$ cat src/rtl/age_bank_pkg.sv
package age_bank_pkg;
  function automatic int idx_width(input int n);
    return (n > 1) ? $clog2(n) : 1;
  endfunction
endpackage

$ cat src/rtl/age_cell.sv
module age_cell #(
  parameter int AGE_W = 8
) (
  input  logic             clk_i,
  input  logic             rst_ni,
  input  logic             tick_i,
  input  logic             access_i,
  output logic [AGE_W-1:0] age_o
);
  logic [AGE_W-1:0] age_q;
  logic             ref_q;

  always_ff @(posedge clk_i or negedge rst_ni) begin
    if (!rst_ni) begin
      age_q <= '0;
      ref_q <= 1'b0;
    end else if (tick_i) begin
      // coincident access counts toward this tick
      age_q <= {ref_q | access_i, age_q[AGE_W-1:1]};
      ref_q <= 1'b0;
    end else if (access_i) begin
      ref_q <= 1'b1;
    end
  end

  assign age_o = age_q;
endmodule

$ cat src/rtl/age_min_select.sv
module age_min_select #(
  parameter int NUM_PAGES = 8,
  parameter int AGE_W     = 8,
  parameter int IDX_W     = 3
) (
  input  logic [NUM_PAGES-1:0][AGE_W-1:0] ages_i,
  output logic [IDX_W-1:0]                idx_o,
  output logic [AGE_W-1:0]                age_o
);
  logic [NUM_PAGES-1:0][AGE_W-1:0] best_age;
  logic [NUM_PAGES-1:0][IDX_W-1:0] best_idx;

  for (genvar p = 0; p < NUM_PAGES; p++) begin : g_chain
    if (p == 0) begin : g_first
      assign best_age[p] = ages_i[p];
      assign best_idx[p] = '0;
    end else begin : g_rest
      // strict compare keeps the earlier index on ties
      logic take;
      assign take        = ages_i[p] < best_age[p-1];
      assign best_age[p] = take ? ages_i[p] : best_age[p-1];
      assign best_idx[p] = take ? IDX_W'(p) : best_idx[p-1];
    end
  end

  assign idx_o = best_idx[NUM_PAGES-1];
  assign age_o = best_age[NUM_PAGES-1];
endmodule

$ cat src/rtl/page_age_bank.sv
module page_age_bank #(
  parameter int NUM_PAGES = 8,
  parameter int AGE_W     = 8,
  localparam int IDX_W    = age_bank_pkg::idx_width(NUM_PAGES)
) (
  input  logic                         clk_i,
  input  logic                         rst_ni,
  input  logic                         tick_i,
  input  logic [NUM_PAGES-1:0]         access_i,
  output logic [IDX_W-1:0]             victim_idx_o,
  output logic [AGE_W-1:0]             victim_age_o,
  output logic [NUM_PAGES*AGE_W-1:0]   age_flat_o
);
  logic [NUM_PAGES-1:0][AGE_W-1:0] ages;

  for (genvar p = 0; p < NUM_PAGES; p++) begin : g_page
    age_cell #(.AGE_W(AGE_W)) u_cell (
      .clk_i    (clk_i),
      .rst_ni   (rst_ni),
      .tick_i   (tick_i),
      .access_i (access_i[p]),
      .age_o    (ages[p])
    );
    assign age_flat_o[p*AGE_W +: AGE_W] = ages[p];
  end

  age_min_select #(
    .NUM_PAGES (NUM_PAGES),
    .AGE_W     (AGE_W),
    .IDX_W     (IDX_W)
  ) u_min (
    .ages_i (ages),
    .idx_o  (victim_idx_o),
    .age_o  (victim_age_o)
  );
endmodule

$ cat config.mk
export PLATFORM = sky130hd
export DESIGN_NAME = page_age_bank
export DESIGN_NICKNAME = d
export VERILOG_FILES = /design/src/rtl/age_bank_pkg.sv /design/src/rtl/age_cell.sv /design/src/rtl/age_min_select.sv /design/src/rtl/page_age_bank.sv
export SDC_FILE = /design/constraint.sdc
export NUM_CORES = 1
export LEC_CHECK = 0
export ABC_CLOCK_PERIOD_IN_PS = 16400
export BUFFER_PORTS_ARGS = -buffer_cell sky130_fd_sc_hd__buf_2
export CORE_MARGIN = 3
export CORE_UTILIZATION = 57
export DETAILED_ROUTE_END_ITERATION = 16
export GPL_TIMING_DRIVEN = 0
export PLACE_DENSITY = 0.81
export RECOVER_POWER = 25
export SETUP_SLACK_MARGIN = 0.05
export SLEW_MARGIN = 5
export SYNTH_ARGS = -nofsm -noshare
export SYNTH_HDL_FRONTEND = slang
export SYNTH_SLANG_ARGS = --single-unit
$ cat constraint.sdc
create_clock -name clk_i -period 16.4 [get_ports clk_i]
set_clock_uncertainty 0.05 [all_clocks]
set_input_delay 0.82 -clock clk_i [delete_from_list [all_inputs] [get_ports clk_i]]
set_output_delay 0.82 -clock clk_i [all_outputs]
set_load 0.01 [all_outputs]
==> results.yml <==
floorplanning:
  rows: 32
  start_util_pct: 60.1
  fp.dieW_um: 97.4
  core-area_sq_um: 7930
  ioPinCount: 86
  fp.dieH_um: 97.4
  fp.dieArea_sq_um: 9480
layout:
  multi_input_area_sq_um: 2730
  drive_gt1_share_pct: 24.7
  area_growth_pct: 16.7
  seqCellArea_sq_um: 1800
  final_cell_count_no_fill: 713
  stdcell_area_sq_um: 5560
  fill_cells: 652
  nNetsFinal: 657
  antenna_cells: 0
timing:
  hold_violations: 0
  slew_headroom_pct: -30.7
  tns_ps: 0
  fmax_mhz: 64.9
  finalCritPeriodShare_pct: 94.0
  post-route-min-period_ps: 15420
  setup_viol: 0
  drv_slew: 75
  rsz0062_at_grt: "no"
  tightest_slew_ps: 1960
run_status:
  run_status: "finished with violations"
  violations: "max-capacitance violations, max-slew violations"
synth:
  synthTopCellsByCount: "dfrtp_1, nor2_1, nand2_1"
  synthArstFlopShare_pct: 100
  synth_area_leaders: "dfrtp_1, ha_1, mux2_2"
  ys_types: 56
  ys_seq_area_share_pct: 37.8
  synth_enable_flop_cells: 0
  syn_inst: 510
  syn_area_sq_um: 4760
  ys_warn_count: 0
  ys_ff_latch: 72
  avgSynthCellArea_sq_um: 9.33
  ys.flop_type: "dfrtp_1"
  synth_top_cell_area_share_pct: 37.8
  synth.most_common_cell: "dfrtp_1"
  syn_nets: 561
  synth_top_cell_by_area: "dfrtp_1"
global_routing:
  grt_overflow_total: 0
  grt_max_degree: 38
  grt_use_total_pct: 25.9
  antenna_found_initial: 0
  grt_pass1_wl_um: 20200
  grt_pass1_vias: 4075
cts:
  post-cts-setup-buffers: 0
  clk_pin_slew_ps: 80
  htreeDepth: 3
  cts_tree: "done"
  clock_sinks: 72
  cts-hold-fix-buffers: 0
  cts_buffers: 9
  cts_root_buf: "clkbuf_8"
  cts_buffer_depth: 2
  worstSkewPairLatency_ps: 350
route:
  dr_wl_met2_um: 5440
  top_layer_used: "met4"
  drt-wirelength-per-cell_um: 16.6
  wl_met1_um: 5430
  wirelength_um: 11800
  via_count: 4132
  drtIter0Drc: 249
  drtPass1Iterations: 5
  vias_per_cell: 5.80
  drc: 0
  detail-route-antenna-nets: 0
  routed-wl-met3_um: 782
flow_run:
  timing.max_cap.violations: 2
placement:
  place_inst: 697
  portBuffers: 84
  placed_cell_area_sq_um: 5330
  gp_congestion: 0.882
  post-dp-hpwl_um: 8980
critical_path:
  crit_path_end_kind: "output port"
  critical_path.top_delay_family: "compound AO/OA/AOI/OAI gates"
  crit_buf_inv: 12
  cp_slowest_cell: "dfrtp_1"
  worst-setup-path-type: "register to output port"
  slowest_delay_ps: 450
  cp_max_fo: 10
  cp_data_arrival_time_ps: 14550
  path_common_cell: "a21o_1"
  critPathRequiredTime_ps: 15530
  start_kind: "register"
min_path:
  hp-class: "register to register"
## per-layer routing
metal,global-route usage [%],vias up
li1,-,2010
met1,36.2,1964
met2,41.3,139
met3,5.38,19
met4,6.28,0
met5,0,-
## cell usage in the layout, fill, tap and decap left out, drive strengths merged, types with 2 or more instances in the layout
cell type  netlist  layout
buf              4      87
dfrtp           72      72
nor2            55      55
nand2           48      48
o21ai           43      43
mux2            42      42
inv             40      40
ha              40      40
a21oi           37      37
clkbuf          14      27
mux2i           25      25
nand3           10      10
a21o            10      10
nand2b           6       6
nand4            6       6
nor3             5       5
a211o            4       4
and2             4       4
a31oi            4       4
o21bai           3       3
maj3             3       3
bufinv           0       3
a31o             3       3
a2111o           2       2
xnor2            2       2
nor2b            2       2
or4              2       2
and3             2       2
nor4b            2       2
clkinv           0       2
## registers in the layout, summed over array words and instances (netlist names)
register	count
g_page.u_cell.age_o	64
g_page.u_cell.ref_q	8
## final timing paths
kind,startpoint,endpoint,slack [ps],cells after the start
setup / recovery,g_page[0].u_cell.age_o[7]$_DFFE_PN0P_,victim_age_o[3],980,66
hold / removal,g_page[1].u_cell.ref_q$_DFFE_PN0P_,g_page[1].u_cell.ref_q$_DFFE_PN0P_,440,2
setup reg to reg,g_page[1].u_cell.age_o[2]$_DFFE_PN0P_,g_page[1].u_cell.age_o[1]$_DFFE_PN0P_,15450,1
hold reg to reg,g_page[1].u_cell.ref_q$_DFFE_PN0P_,g_page[1].u_cell.ref_q$_DFFE_PN0P_,440,2
max in group asynchronous,rst_ni,g_page[3].u_cell.age_o[2]$_DFFE_PN0P_,12730,2
min in group asynchronous,rst_ni,g_page[0].u_cell.age_o[5]$_DFFE_PN0P_,950,1
## tightest hold or removal path, delay by kind of cell (launching register included)
family        cells  cell delay, ps
flops             1             330
simple gates      2             120
## timing repair
| item | CTS | global route |
|---|---|---|
| hold endpoints to repair | 0 | 0 |
| resized for setup | 0 | 2 |
| endpoints found under the setup margin | 0 | 11 |
## area by class of cell
class                           instances  share of cell area (%)
Clock buffer                           11                    2.54
Buffer                                 18                    1.42
Timing Repair Buffer                   85                    7.61
Multi-Input combinational cell        380                    49.1
Clock inverter                          5                    1.87
Tap cell                              102                    2.30
Sequential cell                        72                    32.4
Inverter                               40                    2.70
## kinds of logic (layout without fill, tap and decap cells)
family                     Yosys count  after routing  share of synthesized area, %
xor gates and xnor gates             2              2                         0.368
muxes                               67             67                          15.2
AOI/OAI and AO/OA                  120            120                          15.9
buffers and inverters               58            159                          4.78
DFF                                 72             72                          37.8
and+or+nand+nor                    148            148                          14.8
adders and majority gates           43             43                          11.1
## metrics by stage
| stage | setup slack (ps) | hold slack [ps] | utilization, % |
|---|---|---|---|
| 2_1_floorplan | 3770 | 397 | - |
| 3_3_place_gp | 1910 | 414 | 67.0 |
| 3_5_place_dp | 1610 | 422 | 67.3 |
| 4_1_cts | 1100 | 391 | 70.3 |
| 5_1_grt | 80.8 | 478 | 70.1 |
| 6_report | 985 | 436 | 70.1 |
Power is not shown: default switching activity piles up to over one toggle a cycle in this logic, so the estimate is an artifact.
